$ cat config.mk
export PLATFORM = sky130hd
export DESIGN_NAME = sport_regfront
export DESIGN_NICKNAME = d
export VERILOG_FILES = /design/src/rtl/sport_pkg.sv /design/src/rtl/sport_tx_slot.sv /design/src/rtl/sport_rx_hold.sv /design/src/rtl/sport_irq_unit.sv /design/src/rtl/sport_regfront.sv
export SDC_FILE = /design/constraint.sdc
export NUM_CORES = 1
export LEC_CHECK = 0
export BUFFER_PORTS_ARGS = -buffer_cell sky130_fd_sc_hd__buf_2
export CAP_MARGIN = 10
export CORE_UTILIZATION = 42
export DETAILED_ROUTE_END_ITERATION = 10
export SYNTH_ARGS = -nofsm -noshare
export SYNTH_HDL_FRONTEND = slang
export SYNTH_HIERARCHICAL = 1
export SYNTH_SLANG_ARGS = --single-unit
$ cat constraint.sdc
create_clock -name clk -period 9.7 [get_ports clk]
set_input_delay 1.94 -clock clk [delete_from_list [all_inputs] [get_ports clk]]
set_output_delay 1.94 -clock clk [all_outputs]
set_load 0.01 [all_outputs]
$ cat src/rtl/sport_pkg.sv
package sport_pkg;
  localparam int REG_W   = 32;
  localparam int BYTE_W  = 8;
  localparam int WIN_WORDS = 15;
  // word indices (byte offset / 4)
  localparam int W_TXCTL  = 0;
  localparam int W_RXCTL  = 2;
  localparam int W_DOUT   = 7;
  localparam int W_STAT_C = 8;   // read clears data-available
  localparam int W_STAT_P = 9;   // read has no side effect
  localparam int W_MASK   = 11;
  localparam int W_ACK    = 12;
  localparam int W_RAW    = 13;
  localparam int W_MASKED = 14;
  // status word bit positions
  localparam int B_DAV  = 16;
  localparam int B_IDLE = 22;
  localparam int B_RDY  = 24;
  // raw interrupt bit positions
  localparam int IRQ_TX = 0;
  localparam int IRQ_RX = 3;

  function automatic logic is_plain(input int idx);
    return (idx >= W_TXCTL && idx < W_DOUT) || idx == 10 || idx == W_MASK;
  endfunction

  function automatic logic [REG_W-1:0] status_word(input logic [BYTE_W-1:0] rxb,
                                                   input logic dav,
                                                   input logic tx_busy);
    logic [REG_W-1:0] w;
    w = '0;
    w[BYTE_W-1:0] = rxb;
    w[B_DAV]  = dav;
    w[B_IDLE] = ~tx_busy;
    w[B_RDY]  = ~tx_busy;
    return w;
  endfunction

  function automatic logic [REG_W-1:0] ack_apply(input logic [REG_W-1:0] raw,
                                                 input logic [REG_W-1:0] ack,
                                                 input logic [REG_W-1:0] set_vec);
    return (raw & ~ack) | set_vec;
  endfunction
endpackage

$ cat src/rtl/sport_tx_slot.sv
module sport_tx_slot #(
  parameter int BYTE_W = 8
) (
  input  logic              clk,
  input  logic              rst_n,
  input  logic              load,
  input  logic [BYTE_W-1:0] load_byte,
  input  logic              tx_ready,
  output logic              tx_valid,
  output logic [BYTE_W-1:0] tx_data
);
  always_ff @(posedge clk) begin
    if (!rst_n) begin
      tx_valid <= 1'b0;
      tx_data  <= '0;
    end else if (load) begin
      tx_valid <= 1'b1;
      tx_data  <= load_byte;
    end else if (tx_valid && tx_ready) begin
      tx_valid <= 1'b0;
    end
  end
endmodule

$ cat src/rtl/sport_rx_hold.sv
module sport_rx_hold #(
  parameter int BYTE_W = 8
) (
  input  logic              clk,
  input  logic              rst_n,
  input  logic              rx_fire,
  input  logic [BYTE_W-1:0] rx_byte,
  input  logic              rd_clr,
  output logic [BYTE_W-1:0] held_byte,
  output logic              dav
);
  always_ff @(posedge clk) begin
    if (!rst_n) begin
      held_byte <= '0;
      dav       <= 1'b0;
    end else if (rx_fire) begin
      held_byte <= rx_byte;
      dav       <= 1'b1;   // a new byte wins over a clearing read
    end else if (rd_clr) begin
      dav       <= 1'b0;
    end
  end
endmodule

$ cat src/rtl/sport_irq_unit.sv
module sport_irq_unit #(
  parameter int W = 32
) (
  input  logic         clk,
  input  logic         rst_n,
  input  logic [W-1:0] set_vec,
  input  logic         ack_en,
  input  logic [W-1:0] ack_val,
  input  logic [W-1:0] mask,
  output logic [W-1:0] raw,
  output logic [W-1:0] masked,
  output logic         irq
);
  logic [W-1:0] ack_eff;
  assign ack_eff = ack_en ? ack_val : '0;

  always_ff @(posedge clk) begin
    if (!rst_n) raw <= '0;
    else        raw <= sport_pkg::ack_apply(raw, ack_eff, set_vec);
  end

  assign masked = raw & mask;
  assign irq    = |masked;
endmodule

$ cat src/rtl/sport_regfront.sv
module sport_regfront #(
  parameter int ADDR_W = 6
) (
  input  logic                          clk,
  input  logic                          rst_n,
  input  logic [ADDR_W-1:0]             bus_word,
  input  logic                          bus_wr,
  input  logic                          bus_rd,
  input  logic [sport_pkg::REG_W-1:0]   bus_wdata,
  output logic [sport_pkg::REG_W-1:0]   bus_rdata,
  output logic                          tx_valid,
  input  logic                          tx_ready,
  output logic [sport_pkg::BYTE_W-1:0]  tx_data,
  input  logic                          rx_valid,
  input  logic [sport_pkg::BYTE_W-1:0]  rx_data,
  output logic                          rx_accept,
  output logic                          irq
);
  import sport_pkg::*;
  localparam int NW = WIN_WORDS;

  logic in_win;
  logic [REG_W-1:0] store [NW];
  logic [NW-1:0] we_vec;
  logic dout_take, rx_fire, rd_clr, ack_wr, dav;
  logic [BYTE_W-1:0] held_byte;
  logic [REG_W-1:0] raw, masked, set_vec, stat;

  assign in_win    = int'(bus_word) < NW;
  assign dout_take = bus_wr && int'(bus_word) == W_DOUT && !tx_valid;
  assign ack_wr    = bus_wr && int'(bus_word) == W_ACK;
  assign rd_clr    = bus_rd && int'(bus_word) == W_STAT_C;
  assign rx_accept = store[W_RXCTL][0] | ~raw[IRQ_RX];
  assign rx_fire   = rx_valid && rx_accept;

  always_comb begin
    set_vec = '0;
    set_vec[IRQ_TX] = dout_take;
    set_vec[IRQ_RX] = rx_fire;
  end

  // per-word write enables; the data-out word stores only accepted writes
  for (genvar i = 0; i < NW; i++) begin : g_we
    if (is_plain(i)) begin : g_plain
      assign we_vec[i] = bus_wr && in_win && int'(bus_word) == i;
    end else if (i == W_DOUT) begin : g_dout
      assign we_vec[i] = dout_take;
    end else begin : g_ro
      assign we_vec[i] = 1'b0;
    end
  end

  always_ff @(posedge clk) begin
    for (int i = 0; i < NW; i++) begin
      if (!rst_n)         store[i] <= '0;
      else if (we_vec[i]) store[i] <= bus_wdata;
    end
  end

  sport_tx_slot #(.BYTE_W(BYTE_W)) u_tx (
    .clk(clk), .rst_n(rst_n), .load(dout_take), .load_byte(bus_wdata[BYTE_W-1:0]),
    .tx_ready(tx_ready), .tx_valid(tx_valid), .tx_data(tx_data)
  );

  sport_rx_hold #(.BYTE_W(BYTE_W)) u_rx (
    .clk(clk), .rst_n(rst_n), .rx_fire(rx_fire), .rx_byte(rx_data),
    .rd_clr(rd_clr), .held_byte(held_byte), .dav(dav)
  );

  sport_irq_unit #(.W(REG_W)) u_irq (
    .clk(clk), .rst_n(rst_n), .set_vec(set_vec), .ack_en(ack_wr), .ack_val(bus_wdata),
    .mask(store[W_MASK]), .raw(raw), .masked(masked), .irq(irq)
  );

  assign stat = status_word(held_byte, dav, tx_valid);

  always_comb begin
    bus_rdata = '0;
    if (bus_rd && in_win) begin
      case (int'(bus_word))
        W_STAT_C, W_STAT_P: bus_rdata = stat;
        W_ACK:              bus_rdata = '0;
        W_RAW:              bus_rdata = raw;
        W_MASKED:           bus_rdata = masked;
        default:            bus_rdata = store[int'(bus_word)];
      endcase
    end
  end
endmodule

## Word-level counts from Yosys, hierarchy flattened

Memories as Yosys holds them, arrays and structs flattened.
Index checks and enable logic that the tools add are counted.

| word-level totals | value |
|---|---|
| logic and storage cells | 111 |
| output and inout bits | 43 |
| bits in writable memories | 480 |
| bits in registers | 50 |
| bits of input ports | 52 |
| memories | 1 |

| cells by class | value |
|---|---|
| bitwise gates (word level) | 17 |
| equal/unequal tests | 16 |
| $lt $le $gt $ge | 1 |
| muxes and demuxes | 48 |
| reductions and logical operators | 23 |

Memory list:

| memory | words | bits a word | rd ports | clocked after Yosys merged registers in | write ports | RTL line | RTL |
|---|---|---|---|---|---|---|---|
| store | 15 | 32 | 3 | 0 | 15 | sport_regfront.sv:23 | `logic [REG_W-1:0] store [NW];` |

Operators by type and width:

| cell | count |
|---|---|
| two-way mux 32 bit | 12 |
| one-hot mux 32 bit (4 select lines) | 1 |
| AND 32 bit | 2 |
| equality test 6 x 4 -> 1 bit (second input constant) | 9 |
| two-way mux 1 bit | 35 |
| NOT 32 bit | 1 |
| OR 32 x 4 -> 32 bit | 1 |
| OR reduction 32 bit | 1 |
| equality test 6 x 5 -> 1 bit (second input constant) | 4 |
| logical AND 1 bit | 17 |
| equality test 6 x 3 -> 1 bit (second input constant) | 2 |
| OR 1 bit | 11 |
| equality test 6 x 2 -> 1 bit (second input constant) | 1 |
| logical NOT 6 bit | 1 |
| < comparator 6 x 4 -> 1 bit (second input constant) | 1 |
| nonzero test 2 bit | 2 |
| NOT 1 bit | 2 |
| OR reduction 2 bit | 1 |
| logical NOT 1 bit | 1 |

## Longest topological paths before layout

Gate-level depths: netlist (run 1).

| logic depth | value |
|---|---|
| word-level depth | 7 |
| mapped depth | 9 |
| gate-level depth less buffers | 6 |

## Modules after synthesis

The synthesis (run 1) kept the hierarchy.

By module, submodules not included:

| module | instances | area an instance (um^2) | cells an instance | sequential area each (um^2) |
|---|---|---|---|---|
| sport_regfront | 1 | 15354.7 | 1034 | 9609.2 |
| sport_irq_unit | 1 | 1441.4 | 179 | 640.6 |
| sport_rx_hold | 1 | 335.3 | 28 | 180.2 |
| sport_tx_slot | 1 | 335.3 | 28 | 180.2 |

## Worst setup path after synthesis (run 1)

No wires, ideal clock.

| path | value |
|---|---|
| path type | input-to-reg |
| start | input bus_word[0] |
| end | memory store[2][0], enable pin |
| library setup time | 0.466 ns |
| required time | 9.234 ns |
| stages | 7 |
| slack | 4.189 ns |
| arrival time | 5.045 ns |
| buffers on the path | 5 |
| cell sequence | buf_6 -> buf_6 -> buf_6 -> buf_6 -> buf_6 -> nand2b_1 -> o21ai_0 |

RTL lines:

| what | RTL line | RTL |
|---|---|---|
| start: declaration | sport_regfront.sv:6 | `input logic [ADDR_W-1:0] bus_word,` |
| end: declaration | sport_regfront.sv:23 |  |

## Worst setup path in the final report (run 1)

| path | value |
|---|---|
| start | input bus_word[2] |
| end | output bus_rdata[22] (netlist bit) |

| between the ends | value |
|---|---|
| cells in the longest elaborated chain, start to end | 4 |
| elaborated cells between the ends (all ways) | 11 |
| classes of those cells | order compare: 1; eq/ne: 5; mux: 2; reduce/logical: 2; memory: 1 |

RTL lines:

| what | RTL line | RTL |
|---|---|---|
| parallel branches: the longest is 3 deep, another holds memory (15 x 32 bit) | -- |  |
| two-way mux 32 bit (*) | sport_regfront.sv:79 | `if (bus_rd && in_win) begin` |
| end: declaration | sport_regfront.sv:10 | `output logic [sport_pkg::REG_W-1:0] bus_rdata,` |

Mark *: on every way between the ends.

==> run_results.csv, run 1 <==
group,metric,value,unit
placed_design,gp_congestion,0.796,
timing,finalHoldViolations,0,
global_routing,track_usage,0.240,
timing,tns,0,ns
synthesis,synth_area_leaders,"edfxtp_1 55%, and2_1 13%, mux4_2 7.1%, dfxtp_1 5.7%, mux2_2 2.6%",
timing,rsz0062_at_grt,"no",
run,drv_cap,0,
cells_and_area,layout_common_cells,"354 x and2_1, 320 x edfxtp_1, 92 x buf_2",
cells_and_area,mostFrequentLayoutCell,"and2_1",
power_and_ir_drop,p_per_area,184,nW/um^2
global_routing,antenna_found_initial,1,
die,die_area,42400,um^2
synthesis,yosys.cell_types.count,46,
clock_tree,clk_path_buf_depth,3,
detailed_routing,viasPerCell,5.72,
clock_tree,cts_max_level,2,
timing,worstMarginPinSlew,1.28,ns
die,dieWidth,206,um
placed_design,pre_cts_ws,3.20,ns
synthesis,syn_avg_cell_area,13.8,um^2
synthesis,ys.warnings.count,6,
detailed_routing,drtAntennaViolNets,0,
global_routing,overflow,0,
cells_and_area,finalNonFillerCells,1938,
timing,max_freq,0.152,GHz
synthesis,syn_inst,1269,
timing,period_needed,6.60,ns
clock_tree,cts_resized,0,
clock_tree,cts_hold_buf,0,
synthesis,synth_edf_count,320,
setup_path,start_kind,"input pin",
clock_tree,cts_tree,"done",
synthesis,synth_top_area_cell,"edfxtp_1",
detailed_routing,wl,49900,um
die,die-height,206,um
synthesis,synthArstFlopShare,0,
synthesis,seq_area_frac_synth,0.607,
setup_path,crit_path_end,"bus_rdata[22]",
clock_tree,clk_pin_slew,0.06,ns
synthesis,netlist_area,17500,um^2
clock_tree,clock_latency,0.54,ns
placed_design,dp_hpwl,28000,um
setup_path,critPathKind,"input pin to primary output",
timing,fin_crit_sh,0.680,
die,row_count,74,
global_routing,grt_max_degree,66,
global_routing,grt_pass1_wl,73400,um
synthesis,synth_top_area_share,0.550,
power_and_ir_drop,vdd_drop_max,0.152,mV
cells_and_area,nNetsFinal,1427,
setup_path,worstPathRequired,7.76,ns
clock_tree,cts_buffers,40,
hold_path,hold_depth,2,
detailed_routing,drt-pass1-iter-count,5,
setup_path,end_kind,"primary output",
clock_tree,clock_sinks,370,
setup_path,r2r_start,"u_tx/tx_valid$_SDFFE_PN0P_",
synthesis,ys_ff_latch,370,
hold_path,hold_class,"flop to flop",
detailed_routing,route.detailed.drc,0,
timing,fin_skew,0.0178,ns
placed_design,numPortBuffers,94,
clock_tree,post_cts_buffers,0,
setup_path,rrSetupSlack,7.76,ns
power_and_ir_drop,p_leak,7.03,nW
die,core_area,40900,um^2
setup_path,r2r.worst_path.cells,4,
cells_and_area,area_delta_synth_final,13.9,%
outcome,status,"complete, no violations",
timing,setup_viol,0,
cells_and_area,drive_gt1_frac,0.229,
setup_path,critical_path_arrival,4.66,ns
timing,fin_ws,3.10,ns
die,start_util,0.427,
timing,maxSlewHeadroom,0.144,
placed_design,place_inst,1865,
detailed_routing,vias,11100,
timing,final_max_slew_viol_count,0,
setup_path,crit_fanout,27,
detailed_routing,drt-initial-drc-count,1178,
cells_and_area,utilization,0.486,
setup_path,setup.worst_path.start,"bus_word[2]",
detailed_routing,routedWlPerCell,25.8,um
clock_tree,root_buffer,"clkbuf_16",
setup_path,timing.rr.end,"store[7][16]$_SDFFCE_PN0P_",
global_routing,grt_pass1_vias,11100,
synthesis,ys.flop_type,"edfxtp_1",
die,ioPinCount,95,
[logic make-up (layout without fill, tap and decap cells)]
family | after synthesis | in the layout | synth area share
simple gates | 493 | 493 | 0.172
flops | 370 | 370 | 0.607
compound gates | 192 | 192 | 0.0778
mux | 121 | 121 | 0.112
buf+inv | 92 | 199 | 0.0307
other cells | 1 | 31 | 0.000215
[where the power goes]
part | internal [mW] | total (mW) | switching (mW)
registers | 1.81 | 1.84 | 0.0294
clock network | 0.924 | 1.54 | 0.620
logic | 0.104 | 0.272 | 0.168
[area by class of cell]
type,count,area [um^2]
Fill cell,3633,21000
Sequential cell,370,10600
Multi-Input combinational cell,836,6580
Clock buffer,61,1190
Timing Repair Buffer,126,719
Tap cell,532,666
Clock inverter,11,123
Inverter,1,3.75
Antenna cell,1,2.50
[flip-flops by register name, summed over array words and instances, names as in the netlist]
name and count:
u_tx/tx_data 8, u_tx/tx_valid 1, store 320, u_irq/raw 32, u_rx/held_byte 8, u_rx/dav 1
[synth_stat cells (2+ instances only)]
cell type and count:
a211oi_1 17, a211oi_2 4, a21oi_1 73, a221oi_1 23
a221oi_2 9, a22oi_1 34, a31oi_1 10, and2_1 354
and2_4 2, and3_1 3, buf_2 52, buf_4 5
buf_6 12, clkbuf_1 20, dfxtp_1 50, edfxtp_1 320
mux2_2 41, mux2i_1 25, mux4_2 55, nand2_1 39
nand2b_1 4, nand3_1 4, nor2_1 10, nor2_2 2
nor2b_1 54, o21a_1 3, o21ai_0 5, o21ai_1 3
o221ai_1 9, or2_2 3, or4_1 9
[critical path, cell delays in order]
cell,delay (ns)
buf_2,0.52
and4bb_1,0.30
and2_1,0.74
a22oi_1,0.19
a221oi_1,0.70
buf_2,0.25
[layer usage]
metal  wire, um  global-route usage  vias up
li1           -                   -     4891
met1      21300               0.330     5664
met2      23800               0.393      441
met3       3590              0.0399       89
met4       1180              0.0636        2
met5         12                   0        -
[worst min-delay path by stage]
stage,start,end,slack [ns]
2_1_floorplan,u_rx/held_byte[0]$_SDFFE_PN0P_,u_rx/held_byte[0]$_SDFFE_PN0P_,0.48
6_report,u_tx/tx_data[6]$_SDFFE_PN0P_,u_tx/tx_data[6]$_SDFFE_PN0P_,0.51
4_1_cts,u_tx/tx_data[6]$_SDFFE_PN0P_,u_tx/tx_data[6]$_SDFFE_PN0P_,0.52
3_3_place_gp,u_tx/tx_data[6]$_SDFFE_PN0P_,u_tx/tx_data[6]$_SDFFE_PN0P_,0.49
3_5_place_dp,u_tx/tx_data[0]$_SDFFE_PN0P_,u_tx/tx_data[0]$_SDFFE_PN0P_,0.50
5_1_grt,u_tx/tx_data[6]$_SDFFE_PN0P_,u_tx/tx_data[6]$_SDFFE_PN0P_,0.55
[stage by stage]
stage	instance area, um^2	hold slack, ns	power (mW)
floorplan	17600	0.484	2.03
global placement	18600	0.495	2.14
detailed placement	18600	0.503	2.14
CTS	19900	0.521	3.68
global route	19900	0.547	3.76
finish	19900	0.514	3.66
(Power assumes the default switching activity.)
==> run 2, diff against run 1 <==
clock period = 5.3 ns   (was 9.7 ns; I/O delays follow)
==> run_results.csv, run 2 (same netlist as run 1, synthesis figures left out) <==
group,metric,value,unit
clock_tree,cts_buffers,42,
clock_tree,cts_tree,"done",
setup_path,critical_path_arrival,3.41,ns
clock_tree,cts_resized,0,
clock_tree,root_buffer,"clkbuf_16",
setup_path,crit_fanout,16,
setup_path,critPathKind,"input pin to primary output",
die,dieWidth,206,um
placed_design,numPortBuffers,94,
timing,tns,0,ns
setup_path,slowest_delay,0.81,ns
cells_and_area,regMostFlops,"store",
global_routing,grt_max_degree,47,
outcome,status,"complete, no violations",
placed_design,pre_cts_ws,0.901,ns
detailed_routing,route.detailed.drc,0,
detailed_routing,viasPerCell,5.68,
cells_and_area,area_delta_synth_final,14.8,%
timing,fin_skew,0.0298,ns
detailed_routing,drt-pass1-iter-count,8,
die,core_area,40900,um^2
clock_tree,clk_path_buf_depth,3,
clock_tree,clock_sinks,370,
clock_tree,clk_pin_slew,0.06,ns
placed_design,gp_congestion,0.805,
setup_path,start_kind,"input pin",
setup_path,cp_num_buf_inv,2,
setup_path,end_kind,"primary output",
setup_path,setup.worst_path.start,"bus_word[3]",
timing,rsz0062_at_grt,"no",
detailed_routing,vias,11100,
global_routing,grt_pass1_vias,11300,
global_routing,grt_pass1_wl,74100,um
power_and_ir_drop,vdd_drop_max,0.253,mV
global_routing,overflow,0,
setup_path,r2r_start,"u_tx/tx_valid$_SDFFE_PN0P_",
clock_tree,cts_hold_buf,0,
timing,final_max_slew_viol_count,0,
setup_path,crit_top_cell,"buf_2",
hold_path,hold_class,"flop to flop",
die,ioPinCount,95,
die,die-height,206,um
timing,setup_viol,0,
timing,max_freq,0.224,GHz
global_routing,track_usage,0.243,
cells_and_area,layout_common_cells,"354 x and2_1, 320 x edfxtp_1, 92 x buf_2",
setup_path,timing.rr.end,"store[7][21]$_SDFFCE_PN0P_",
run,drv_cap,0,
power_and_ir_drop,p_per_area,332,nW/um^2
die,row_count,74,
die,die_area,42400,um^2
placed_design,dp_hpwl,30700,um
timing,fin_hold_ws,0.521,ns
die,start_util,0.427,
setup_path,cp.depth,6,
timing,worstMarginPinSlew,1.16,ns
cells_and_area,nNetsFinal,1446,
detailed_routing,wl,50700,um
timing,fin_crit_sh,0.844,
clock_tree,clock_latency,0.57,ns
detailed_routing,drt-initial-drc-count,997,
setup_path,crit_path_end,"bus_rdata[16]",
power_and_ir_drop,finalPower,6.67,mW
timing,period_needed,4.47,ns
cells_and_area,top_regs,"store: 320 flops, u_irq/raw: 32 flops",
cells_and_area,mostFrequentLayoutCell,"and2_1",
cells_and_area,drive_gt1_frac,0.240,
detailed_routing,routedWlPerCell,25.9,um
setup_path,r2r.worst_path.cells,4,
clock_tree,cts_max_level,2,
global_routing,antenna_found_initial,3,
timing,fin_ws,0.828,ns
setup_path,rrSetupSlack,3.07,ns
detailed_routing,drtAntennaViolNets,0,
power_and_ir_drop,p_leak,7.13,nW
setup_path,cpLargestDelayFamily,"simple AND/OR/NAND/NOR gates",
setup_path,crit_chain,"buf_2 > and4bb_1 > and2_1 > a22oi_1 > a221oi_2 > buf_2",
clock_tree,post_cts_buffers,0,
timing,finalHoldViolations,0,
setup_path,crit_slowest_cell,"and2_1",
setup_path,worstPathRequired,4.24,ns
timing,maxSlewHeadroom,0.226,
cells_and_area,largest_reg_flops,320,
run 2: layer usage:
metal / routed length (um) / track usage / vias up / share of wire
met5: 11 / 0 / - / 0.00022
met1: 21200 / 0.324 / 5630 / 0.42
met3: 3570 / 0.0361 / 94 / 0.070
li1: - / - / 4954 / -
met4: 1400 / 0.0901 / 2 / 0.028
met2: 24600 / 0.400 / 468 / 0.48
run 2: area by class of cell:
| cell class | instances | area, um^2 |
|---|---|---|
| Clock buffer | 59 | 1170 |
| Timing Repair Buffer | 143 | 897 |
| Sequential cell | 370 | 10600 |
| Inverter | 1 | 3.75 |
| Antenna cell | 1 | 2.50 |
| Clock inverter | 19 | 135 |
| Fill cell | 3573 | 20900 |
| Tap cell | 532 | 666 |
| Multi-Input combinational cell | 836 | 6580 |
run 2: worst min path at each step:
stage	to	start	cells after the start
finish	u_tx/tx_data[0]$_SDFFE_PN0P_	u_tx/tx_data[0]$_SDFFE_PN0P_	2
global route	u_tx/tx_data[0]$_SDFFE_PN0P_	u_tx/tx_data[0]$_SDFFE_PN0P_	2
global placement	u_tx/tx_data[0]$_SDFFE_PN0P_	u_tx/tx_data[0]$_SDFFE_PN0P_	2
floorplan	u_rx/held_byte[0]$_SDFFE_PN0P_	u_rx/held_byte[0]$_SDFFE_PN0P_	2
detailed placement	u_tx/tx_data[0]$_SDFFE_PN0P_	u_tx/tx_data[0]$_SDFFE_PN0P_	2
CTS	u_tx/tx_data[0]$_SDFFE_PN0P_	u_tx/tx_data[0]$_SDFFE_PN0P_	2
run 2: tightest hold or removal path, delay by kind of cell (launching register included):
family / cells / cell delay (ns)
simple gates: 1 / 0.10
flops: 1 / 0.32
mux: 1 / 0.06
run 2: per-stage QoR:
stage | cell area (um^2) | utilization | std cells
floorplan | 17600 | - | 1298
global placement | 18800 | 0.458 | 1882
detailed placement | 18800 | 0.458 | 1882
CTS | 20100 | 0.490 | 1960
global route | 20100 | 0.490 | 1961
finish | 20100 | 0.490 | 1961
run 2: report_power, final:
group / internal [mW] / switching (mW)
Sequential: 3.31 / 0.0542
Clock: 1.59 / 1.19
Combinational: 0.199 / 0.318
Total: 5.10 / 1.57
==> run 3, diff against run 2 <==
clock period = 4.25 ns   (was 5.3 ns; I/O delays follow)
==> run_results.csv, run 3 (same netlist as run 1, synthesis figures left out) <==
group,metric,value,unit
outcome,status,"complete, no violations",
timing,final_max_slew_viol_count,0,
cells_and_area,finalNonFillerCells,1983,
setup_path,cpLargestDelayFamily,"simple AND/OR/NAND/NOR gates",
clock_tree,cts_max_level,2,
timing,rsz0062_at_grt,"no",
cells_and_area,drive_gt1_frac,0.254,
placed_design,gp_congestion,0.800,
cells_and_area,mostFrequentLayoutCell,"and2_1",
detailed_routing,wl_met2,24000,um
run,drv_cap,0,
global_routing,overflow,0,
detailed_routing,drtAntennaViolNets,0,
detailed_routing,top_layer,"met5",
timing,worstMarginPinSlew,0.876,ns
clock_tree,clk_pin_slew,0.06,ns
clock_tree,post_cts_buffers,0,
cells_and_area,layout_common_cells,"354 x and2_1, 320 x edfxtp_1, 92 x buf_2",
setup_path,crit_fanout,2,
die,ioPinCount,95,
power_and_ir_drop,finalPower,8.39,mW
setup_path,cp_num_buf_inv,1,
detailed_routing,routedWlPerCell,25.0,um
clock_tree,cts_hold_buf,0,
global_routing,track_usage,0.240,
cells_and_area,regMostFlops,"store",
timing,period_needed,3.75,ns
global_routing,antenna_found_initial,3,
setup_path,worstPathRequired,3.40,ns
timing,tns,0,ns
placed_design,place_inst,1903,
detailed_routing,route.met3.wl,3460,um
placed_design,placed_area,19000,um^2
cells_and_area,finalInstanceArea,20300,um^2
global_routing,grt_max_degree,56,
global_routing,grt_pass1_vias,11200,
timing,fin_skew,0.00796,ns
clock_tree,clock_latency,0.57,ns
timing,fin_crit_sh,0.883,
detailed_routing,wl,49600,um
detailed_routing,vias,11200,
cells_and_area,largest_reg_flops,320,
timing,finalHoldViolations,0,
detailed_routing,route.detailed.drc,0,
setup_path,crit_top_cell,"or4_1",
timing,fin_hold_ws,0.514,ns
setup_path,rrSetupSlack,2.53,ns
setup_path,crit_chain,"and2_4 > or4_1 > or4_1 > or4_1 > buf_2",
global_routing,grt_pass1_wl,72500,um
placed_design,dp_hpwl,30900,um
cells_and_area,utilization,0.497,
power_and_ir_drop,p_per_area,413,nW/um^2
placed_design,numPortBuffers,94,
cells_and_area,top_regs,"store: 320 flops, u_irq/raw: 32 flops",
cells_and_area,area_delta_synth_final,16.4,%
timing,fin_ws,0.496,ns
setup_path,end_kind,"primary output",
die,row_count,74,
die,die_area,42400,um^2
clock_tree,cts_resized,0,
clock_tree,root_buffer,"clkbuf_16",
die,core_area,40900,um^2
cells_and_area,nNetsFinal,1467,
setup_path,start_kind,"flop",
setup_path,critPathKind,"flop to primary output",
timing,setup_viol,0,
power_and_ir_drop,vdd_drop_max,0.261,mV
detailed_routing,met1_length,20800,um
timing,max_freq,0.266,GHz
setup_path,critical_path_arrival,2.90,ns
power_and_ir_drop,p_leak,7.29,nW
detailed_routing,drt-pass1-iter-count,5,
clock_tree,cts_buffers,42,
setup_path,crit_slowest_cell,"or4_1",
detailed_routing,drt-initial-drc-count,1059,
clock_tree,clock_sinks,370,
clock_tree,cts_tree,"done",
die,die-height,206,um
detailed_routing,viasPerCell,5.63,
timing,maxSlewHeadroom,0.416,
setup_path,slowest_delay,0.57,ns
placed_design,pre_cts_ws,0.503,ns
clock_tree,clk_path_buf_depth,3,
die,start_util,0.427,
die,dieWidth,206,um
hold_path,hold_class,"flop to flop",
run 3: cell types whose count changed in the layout (fill, tap and decap cells not counted), sizes merged:
cell    change
clkbuf      -6
diode       +1
bufinv      +1
buf        +21
clkinv      +6
inv         -1
run 3: layer usage:
layer	global-route usage	vias to the layer above
li1	-	4979
met1	0.323	5638
met2	0.388	451
met3	0.0415	89
met4	0.0893	2
met5	0	-
run 3: worst register-to-register path, cell delays in order (launching register included):
cell	delay [ns]
edfxtp_1	0.34
nand2b_1	0.22
and2_1	0.71
mux2i_1	0.27
nor2b_1	0.06
run 3: final cells by class:
cell class	count	area (um^2)
antenna	2	5.00
clock buffer	53	1160
clock inverter	25	181
fill	3595	20600
inverter	1	3.75
multi-input combinational	836	6570
sequential	370	10600
tap	532	666
timing repair buffer	164	1140
run 3: final timing paths:
kind                                                   start                        endpoint  cells after the start
worst max-delay path             store[11][12]$_SDFFCE_PN0P_                             irq                      5
worst min register to register  u_tx/tx_data[6]$_SDFFE_PN0P_    u_tx/tx_data[6]$_SDFFE_PN0P_                      2
worst max register to register     store[2][0]$_SDFFCE_PN0P_  u_rx/held_byte[0]$_SDFFE_PN0P_                      4
worst min-delay path            u_tx/tx_data[6]$_SDFFE_PN0P_    u_tx/tx_data[6]$_SDFFE_PN0P_                      2
run 3: where the power goes:
| part | switching (mW) | internal, mW | total (mW) |
|---|---|---|---|
| Sequential | 0.0661 | 4.13 | 4.20 |
| Combinational | 0.390 | 0.261 | 0.651 |
| Clock | 1.49 | 2.05 | 3.55 |
